**src/rtl/wdog_pkg.sv**
```systemverilog
// Package: shared widths, register offsets and the control-register layout
// for the keyed-restart watchdog. Assumes word-aligned 32-bit accesses.
package wdog_pkg;
    localparam int DATA_W  = 32;
    localparam int ADDR_W  = 4;
    localparam int CTRL_W  = 8;
    localparam int IDX_W   = ADDR_W - 2;

    localparam logic [DATA_W-1:0] RESTART_KEY = 32'h0000_4755;

    // Word indices (byte offset >> 2); the ordering is part of the bus map.
    localparam logic [IDX_W-1:0] IDX_STATUS  = 2'd0;
    localparam logic [IDX_W-1:0] IDX_RELOAD  = 2'd1;
    localparam logic [IDX_W-1:0] IDX_RESTART = 2'd2;
    localparam logic [IDX_W-1:0] IDX_CTRL    = 2'd3;

    typedef enum logic [1:0] {
        SCOPE_SOC  = 2'd0,
        SCOPE_CHIP = 2'd1,
        SCOPE_CPU  = 2'd2,
        SCOPE_RSVD = 2'd3
    } scope_e;

    // Control bits, MSB first; the bit positions are decoded by software.
    typedef struct packed {
        logic   boot_alt;   // 7
        scope_e scope;      // 6:5
        logic   clk_sel;    // 4
        logic   ext_en;     // 3
        logic   irq_en;     // 2
        logic   rst_en;     // 1
        logic   run;        // 0
    } ctrl_t;
endpackage

```
**src/rtl/wdog_regs.sv**
```systemverilog
// Register file and read mux. It holds reload and control, decodes the keyed
// restart, and returns the live counter on status reads.
// Assumes: single-cycle writes, reads are combinational from bus_addr.
module wdog_regs
    import wdog_pkg::*;
#(
    parameter int DW = DATA_W,
    parameter int AW = ADDR_W,
    parameter int CW = CTRL_W,
    parameter logic [DW-1:0] KEY = RESTART_KEY
) (
    input  logic          clk,
    input  logic          rst_n,
    input  logic [AW-1:0] bus_addr,
    input  logic          bus_wr,
    input  logic [DW-1:0] bus_wdata,
    input  logic [DW-1:0] cnt,
    output logic [DW-1:0] bus_rdata,
    output logic [DW-1:0] reload,
    output ctrl_t         ctrl,
    output logic          load
);
    localparam int IW = AW - 2;

    logic          aligned;
    logic [IW-1:0] idx;
    logic          wr_reload, wr_restart, wr_ctrl;

    // Decode the word index and the write targets.
    always_comb begin
        aligned    = (bus_addr[1:0] == 2'b00);
        idx        = bus_addr[AW-1:2];
        wr_reload  = bus_wr && aligned && (idx == IDX_RELOAD);
        wr_restart = bus_wr && aligned && (idx == IDX_RESTART);
        wr_ctrl    = bus_wr && aligned && (idx == IDX_CTRL);
        load       = wr_restart && (bus_wdata == KEY);
    end

    // Reload register update.
    always_ff @(posedge clk) begin
        if (!rst_n)         reload <= '0;
        else if (wr_reload) reload <= bus_wdata;
    end

    // Control register update; bits above CW are dropped.
    always_ff @(posedge clk) begin
        if (!rst_n)       ctrl <= '0;
        else if (wr_ctrl) ctrl <= ctrl_t'(bus_wdata[CW-1:0]);
    end

    // Read mux.
    always_comb begin
        bus_rdata = '0;
        if (aligned) begin
            case (idx)
                IDX_STATUS: bus_rdata = cnt;
                IDX_RELOAD: bus_rdata = reload;
                IDX_CTRL:   bus_rdata = {{(DW-CW){1'b0}}, ctrl};
                default:    bus_rdata = '0;
            endcase
        end
    end

    AST_BAD_KEY_NO_LOAD: assert property (@(posedge clk) disable iff (!rst_n)
        (bus_wr && bus_addr == {IDX_RESTART, 2'b00} && bus_wdata != KEY) |-> !load);
    AST_CTRL_WRITE_TAKES: assert property (@(posedge clk) disable iff (!rst_n)
        wr_ctrl |=> (ctrl == $past(bus_wdata[CW-1:0])));
endmodule

```
**src/rtl/wdog_counter.sv**
```systemverilog
// Down-counter. A key load takes priority. Otherwise a tick at zero while
// running is an expiry that reloads, and any other running tick decrements.
// Assumes: tick is a one-cycle enable in the clk domain.
module wdog_counter
    import wdog_pkg::*;
#(
    parameter int DW = DATA_W
) (
    input  logic          clk,
    input  logic          rst_n,
    input  logic          tick,
    input  logic          run,
    input  logic          load,
    input  logic [DW-1:0] reload,
    output logic [DW-1:0] cnt,
    output logic          fire
);
    // Expiry condition for this cycle.
    always_comb fire = run && tick && !load && (cnt == '0);

    // Counter state update.
    always_ff @(posedge clk) begin
        if (!rst_n)             cnt <= '0;
        else if (load || fire)  cnt <= reload;
        else if (run && tick)   cnt <= cnt - 1'b1;
    end

    AST_KEY_LOADS: assert property (@(posedge clk) disable iff (!rst_n)
        load |=> (cnt == $past(reload)));
    AST_DECREMENT: assert property (@(posedge clk) disable iff (!rst_n)
        (run && tick && !load && cnt != '0) |=> (cnt == $past(cnt) - 1'b1));
    AST_HOLD_WHEN_OFF: assert property (@(posedge clk) disable iff (!rst_n)
        (!run && !load) |=> $stable(cnt));
    AST_NO_FIRE_WHEN_OFF: assert property (@(posedge clk) disable iff (!rst_n)
        !run |-> !fire);
endmodule

```
**src/rtl/wdog_expiry.sv**
```systemverilog
// Output stage: registers the expiry and gates each request with its
// control enable.
// Assumes: the control bits are stable in the cycle of the expiry.
module wdog_expiry
    import wdog_pkg::*;
(
    input  logic  clk,
    input  logic  rst_n,
    input  logic  fire,
    input  ctrl_t ctrl,
    output logic  expire,
    output logic  reset_req,
    output logic  irq_req,
    output logic  ext_pulse
);
    // Register the strobe and the gated requests.
    always_ff @(posedge clk) begin
        if (!rst_n) begin
            expire    <= 1'b0;
            reset_req <= 1'b0;
            irq_req   <= 1'b0;
            ext_pulse <= 1'b0;
        end else begin
            expire    <= fire;
            reset_req <= fire && ctrl.rst_en;
            irq_req   <= fire && ctrl.irq_en;
            ext_pulse <= fire && ctrl.ext_en;
        end
    end

    AST_RESET_NEEDS_EXPIRE: assert property (@(posedge clk) disable iff (!rst_n)
        reset_req |-> expire);
    AST_IRQ_NEEDS_EXPIRE: assert property (@(posedge clk) disable iff (!rst_n)
        irq_req |-> expire);
    AST_EXPIRE_FOLLOWS_FIRE: assert property (@(posedge clk) disable iff (!rst_n)
        fire |=> expire);
endmodule

```
**src/rtl/wdog_top.sv**
```systemverilog
// Watchdog top: joins the register file, the down-counter and the output
// stage, and brings out the reset scope and the boot flag from control.
// Assumes: tick_1m is synchronous to clk and lasts one cycle.
module wdog_top
    import wdog_pkg::*;
(
    input  logic              clk,
    input  logic              rst_n,
    input  logic              tick_1m,
    input  logic [ADDR_W-1:0] bus_addr,
    input  logic              bus_wr,
    input  logic [DATA_W-1:0] bus_wdata,
    output logic [DATA_W-1:0] bus_rdata,
    output logic              expire,
    output logic              reset_req,
    output logic              irq_req,
    output logic              ext_pulse,
    output logic [1:0]        reset_scope,
    output logic              boot_alt
);
    logic [DATA_W-1:0] cnt, reload;
    ctrl_t             ctrl;
    logic              load, fire;

    wdog_regs #(.DW(DATA_W), .AW(ADDR_W), .CW(CTRL_W), .KEY(RESTART_KEY)) i_regs (
        .clk(clk), .rst_n(rst_n), .bus_addr(bus_addr), .bus_wr(bus_wr),
        .bus_wdata(bus_wdata), .cnt(cnt), .bus_rdata(bus_rdata),
        .reload(reload), .ctrl(ctrl), .load(load)
    );

    wdog_counter #(.DW(DATA_W)) i_counter (
        .clk(clk), .rst_n(rst_n), .tick(tick_1m), .run(ctrl.run),
        .load(load), .reload(reload), .cnt(cnt), .fire(fire)
    );

    wdog_expiry i_expiry (
        .clk(clk), .rst_n(rst_n), .fire(fire), .ctrl(ctrl),
        .expire(expire), .reset_req(reset_req), .irq_req(irq_req),
        .ext_pulse(ext_pulse)
    );

    // Static configuration outputs.
    always_comb begin
        reset_scope = ctrl.scope;
        boot_alt    = ctrl.boot_alt;
    end

    AST_SCOPE_TRACKS: assert property (@(posedge clk) disable iff (!rst_n)
        reset_scope == bus_rdata[6:5] || bus_addr != 4'hC);
endmodule

```
**config.mk**
```make
export PLATFORM = sky130hd
export DESIGN_NAME = wdog_top
export DESIGN_NICKNAME = d
export VERILOG_FILES = /design/src/rtl/wdog_pkg.sv /design/src/rtl/wdog_regs.sv /design/src/rtl/wdog_counter.sv /design/src/rtl/wdog_expiry.sv /design/src/rtl/wdog_top.sv
export SDC_FILE = /design/constraint.sdc
export NUM_CORES = 1
export LEC_CHECK = 0
export BUFFER_PORTS_ARGS = -buffer_cell sky130_fd_sc_hd__buf_2
export CORE_AREA = 2 2 90 92
export DETAILED_ROUTE_END_ITERATION = 6
export DIE_AREA = 0 0 92 94
export GPL_TIMING_DRIVEN = 1
export PLACE_DENSITY = 0.76
export RECOVER_POWER = 50
export SKIP_LAST_GASP = 1
export SYNTH_ARGS = -nofsm -noshare
export SYNTH_HDL_FRONTEND = slang
export SYNTH_SLANG_ARGS = --single-unit
export TNS_END_PERCENT = 50
```
**constraint.sdc**
```tcl
create_clock -name clk -period 2.4 [get_ports clk]
set_input_delay 0 -clock clk [delete_from_list [all_inputs] [get_ports clk]]
set_output_delay 0 -clock clk [all_outputs]
set_load 0.01 [all_outputs]
```
-- Word-level counts from Yosys, hierarchy flattened
Cells that the tools add are included.
- word-level logic and storage cells: 39
- register bits after elaboration: 76
- output and inout bits: 39
- bits in read-only memories: 0
- memories kept: 0
- latch bits: 0
- input port bits: 40
- RAM bits: 0
- multiply operators: 0
- bitwise logic cells: 0
- $lt $le $gt $ge: 0
- muxes and demuxes: 4
- divide/modulo/power cells: 0
- equality and inequality tests: 4
- $add $sub $neg: 1
- reductions and logical operators: 17
- shifts and indexed selects: 0
- operator list (kind ; number):
    32-bit two-way mux ; 3
    32-bit case mux with 3 select lines ; 1
    32-bit by 15-bit == test with 1-bit output (second input constant) ; 1
    32-bit zero test ; 1
    32-bit by 1-bit subtractor with 32-bit output (second input constant) ; 1
    1-bit logical AND ; 11
    2-bit == test (second input constant) ; 2
    2-bit zero test ; 2
    2-bit by 1-bit == test with 1-bit output (second input constant) ; 1
    2-bit nonzero test ; 1
    1-bit zero test ; 1
    1-bit logical OR ; 1

-- Longest topological paths before layout
- depth in word-level cells: 9
- mapped depth: 8
- mapped depth without buffers: 7

-- By module
Synthesis repeated with hierarchy kept, for this count alone.
- cell total of the unflattened synthesis: 521
- area, all modules: 4361.7 um^2
- by module, submodules not included (module ; seq. area each (um^2) ; times used ; cells each ; area each (um^2)):
    wdog_regs ; 800.8 ; 1 ; 282 ; 2389.8
    wdog_counter ; 640.6 ; 1 ; 231 ; 1865.5
    wdog_expiry ; 80.1 ; 1 ; 8 ; 106.4

-- Least setup slack after synthesis
No wires, ideal clock.
- path type: flip-flop to flip-flop
- start point: reg i_counter.cnt[28]
- end point: reg i_counter.cnt[15]
- library setup time: 0.140 ns
- stages on the path, launching flop included: 8
- path buffers: 2
- data arrival time: 1.980 ns
- period minus slack after synthesis: 2.121 ns
- data required time: 2.260 ns
- setup slack: 0.279 ns
- cells stage by stage: dfxtp_1 -> or3_1 -> or2_4 -> or4_4 -> buf_6 -> clkbuf_1 -> a21oi_1 -> a211oi_2
- longest elaborated chain between the ends: 4
- elaborated cells between the ends (all ways): 5
- classes of those cells: mux: 1; reduce/logical: 4
- ends and longest elaborated chain (what ; line ; text):
    start, declared ; wdog_counter.sv:15 ; output logic [DW-1:0] cnt,
    start signal, assigned ; wdog_counter.sv:24 ; else if (load || fire) cnt <= reload;
    start signal, assigned ; wdog_counter.sv:25 ; else if (run && tick) cnt <= cnt - 1'b1;
    32-bit zero test (*) ; wdog_counter.sv:19 ; always_comb fire = run && tick && !load && (cnt == '0);
    1-bit logical AND (*) ; wdog_counter.sv:19 ;
    1-bit logical OR (*) ; wdog_counter.sv:24 ;
    32-bit two-way mux / 2-bit nonzero test (equally long branches) ; -- ;
Every way passes the cells marked *; elsewhere a longest branch is shown, timed or not.
A chain may end at the register's enable or synchronous reset.

-- Worst setup path in the final report
- start point: in bus_wdata[20]
- end point: reg i_counter.cnt[31]
- longest elaborated chain between the ends: 7
- elaborated cells between the ends (all ways): 8
- classes of those cells: eq/ne: 1; mux: 1; reduce/logical: 6
- ends and longest elaborated chain (what ; line ; text):
    start, declared ; wdog_top.sv:12 ; input logic [DATA_W-1:0] bus_wdata,
    32-bit by 15-bit == test with 1-bit output (*) ; wdog_regs.sv:36 ; load = wr_restart && (bus_wdata == KEY);
    1-bit logical AND (*) ; wdog_regs.sv:36 ;
    1-bit zero test ; wdog_counter.sv:19 ;
    1-bit logical AND (2 in a row) ; wdog_counter.sv:19 ;
    1-bit logical OR (*) ; wdog_counter.sv:24 ;
    32-bit two-way mux / 2-bit nonzero test (equally long branches) ; -- ;
Marked as above.

==> flow_summary.ini <==
[status]
status = finished clean

[routing]
remaining_drc_errors = 0
wirelength_mm = 11.8
wl_per_cell_um = 16.5
drt_iter0_drc = 253
drtAntennaViolNets = 0
num_vias = 4065
drt-pass1-iter-count = 4
vias_per_cell = 5.69

[sta]
whs_ns = 0.171
period_share_pct = 96.5
relSlewSlack_pct = 22.4
hold_violations = 0
rsz0062_at_grt = yes
clock_skew_ns = 0.0106
max_freq_mhz = 432
final_max_slew_viol_count = 0
tightest_slew_ns = 1.16
setup_viol = 0
fin_crit_ns = 2.32

[run]
maxCapViolCount = 0

[finish]
nFillCells = 652
regArea_sq_um = 1520
synthToLayoutAreaGrowth_pct = 25.1
antenna_cells = 0
final_area_sq_um = 5150
multi_input_area_sq_um = 2430
nNetsFinal = 648
drive_gt1_share_pct = 18.1

[hold_path]
hp-class = in2reg

[yosys]
yosys_register_bits = 76
ys.flop_type = dfxtp_1
synth_edf_count = 0
ys_warn_count = 0
synth_fp_nets = 548
synth.avg_cell_area_sq_um = 8.12
synth_cells = 507
synth-seq-area-share_pct = 36.9
synth_area_sq_um = 4120
ys_async_sr_fraction_pct = 0
synthDistinctLibCells = 44

[floorplanning]
initial_core_util_pct = 54.1
die-area_sq_um = 8650
fp.dieW_um = 92
io_pins = 79
row_count = 32
core_sq_um = 7610
die_h_um = 94

[clocking]
cts_made_buffers = 9
post_cts_buffers = 0
tritoncts = built
clkTransAtPathRegs_ns = 0.08
clockBufferDepth = 2
cts-htree-levels = 3
clk_latency_ns = 0.36
clock_sinks = 76
cts_root_buf = clkbuf_8

[global_route]
gr-total-overflow = 0
grt_first_pass_wirelength_mm = 19.3
grt_pass1_vias = 3968
antenna_found_initial = 0
grt.total_usage_pct = 28.3
grt_max_degree = 37

[placement]
routabilityCongestion = 0.904
io_buffers = 78
hpwl_mm = 7.80
place_area_sq_um = 4570

[worst_setup_path]
path_max_fanout = 19
critPathMaxStageDelay_ns = 0.74
endpoint_kind = flop
path_cells = dlygate4sd3_1 > buf_2 > nor4_1 > nand4_1 > or3_1 > a21oi_1 > a211oi_1
cpMaxStageDelayCell = or3_1
crit_type = in2reg
worstPathArrival_ns = 2.53
cp_data_required_time_ns = 2.62
start_kind = primary input

[power_and_ir_drop]
p_leak_nw = 1.94
p_per_area_nw_per_um2 = 539
vdd_drop_max_v = 0.000264
==> synth_stat cells, types with 7 or more instances <==
cell / n / area, sq um
a211oi_1: 8 / 60.1
a211oi_2: 10 / 125
a21oi_1: 64 / 320
a22oi_1: 8 / 60.1
clkbuf_1: 28 / 105
dfxtp_1: 76 / 1520
mux2_2: 8 / 90.1
mux2i_1: 32 / 320
nand2_1: 73 / 274
nand3_1: 19 / 95.1
nand4_1: 8 / 50.1
nor2_1: 50 / 188
nor3_1: 9 / 45.0
nor4_1: 14 / 87.6
o21ai_0: 14 / 70.1
or3_1: 7 / 43.8
xnor2_1: 29 / 254
==> area by class of cell <==
type                            count  share of cell area (%)
Multi-Input combinational cell    389                    47.1
Clock inverter                      6                    2.16
Tap cell                          102                    2.48
Sequential cell                    76                    29.5
Clock buffer                       10                    2.67
Timing Repair Buffer              127                    15.7
Inverter                            4                   0.291
==> report_power, final <==
group / switching (mW) / internal [mW] / total [mW]
registers: 0.0176 / 1.28 / 1.29
clock network: 0.489 / 0.719 / 1.21
logic: 0.146 / 0.127 / 0.274
total: 0.653 / 2.12 / 2.77
==> path summary, 6_finish.rpt <==
path         depth (start not counted)                            from  slack, ns                             end
max                                  7                   bus_wdata[20]       0.08  i_counter.cnt[31]$_SDFFE_PN0P_
min                                  5                         tick_1m       0.17   i_counter.cnt[0]$_SDFFE_PN0P_
max reg2reg                          6  i_counter.cnt[20]$_SDFFE_PN0P_       0.17  i_counter.cnt[21]$_SDFFE_PN0P_
min reg2reg                          2  i_regs.reload[30]$_SDFFE_PN0P_       0.47  i_regs.reload[30]$_SDFFE_PN0P_
==> metal layers <==
metal / wire length [um] / part of all wire, % / GRT usage [%] / vias to the layer above
li1: - / - / - / 2001
met5: 0 / 0 / 0 / -
met4: 210 / 1.8 / 9.20 / 0
met1: 5320 / 45 / 35.5 / 1929
met3: 563 / 4.8 / 5.22 / 18
met2: 5690 / 48 / 49.2 / 117
==> repair_timing <==
item                                    in CTS  in global routing
hold endpoints to repair                    40                  0
hold buffers                                36                  0
gates resized for setup                      0                  2
endpoints found under the setup margin       0                 31
==> critical path, delay by kind of cell <==
| kind | cells | cell delay, ns |
|---|---|---|
| simple gates | 3 | 1.50 |
| buf+inv | 2 | 0.69 |
| compound gates | 2 | 0.34 |
==> sequential cells by signal (all words and copies together) (netlist names) <==
signal and cells:
i_expiry.reset_req 1, i_regs.reload 32, i_expiry.irq_req 1, i_expiry.ext_pulse 1
i_regs.ctrl 8, i_counter.cnt 32, i_expiry.expire 1
==> cells by family after synthesis <==
| kind of cell | after synthesis | share of synthesized area, % |
|---|---|---|
| flip-flops | 76 | 36.9 |
| buffers and inverters | 42 | 4.43 |
| AO/OA/AOI/OAI | 107 | 16.0 |
| AND/OR/NAND/NOR | 212 | 26.2 |
| XOR/XNOR | 29 | 6.17 |
| multiplexers | 40 | 9.96 |
| adder cells (fa/ha/maj) | 1 | 0.304 |
==> per-stage QoR <==
stage | cells | setup TNS [ns] | worst slack (ns) | utilization, % | power [mW]
final | 714 | 0 | 0.0835 | 67.7 | 2.77
after global routing | 714 | -0.0194 | -0.0110 | 67.7 | 2.87
after global placement | 662 | 0 | 0.178 | 60.1 | 1.54
after floorplan | 507 | 0 | 0.279 | - | 1.46
after detailed placement | 662 | 0 | 0.106 | 60.1 | 1.55
after CTS | 714 | 0 | 0.0548 | 68.1 | 2.78
==> cells in the final DEF, fill, tap and decap left out, drive strengths merged, types with 2 or more instances in the layout <==
cell and instances:
and2 4, a211oi 18, bufinv 3, nor4bb 3
mux2i 32, nand2 73, nand3 19, or3 7
mux2 8, nor3 11, a311oi 2, or2 3
nor2 50, dlygate4sd3 36, clkinv 2, a21oi 64
a22oi 8, nor4b 3, or4 3, inv 4
buf 61, clkbuf 40, dfxtp 76, nand3b 4
nor4 18, o21ai 14, xnor2 29, nand4 9
Power figures use the tool's default switching activity.
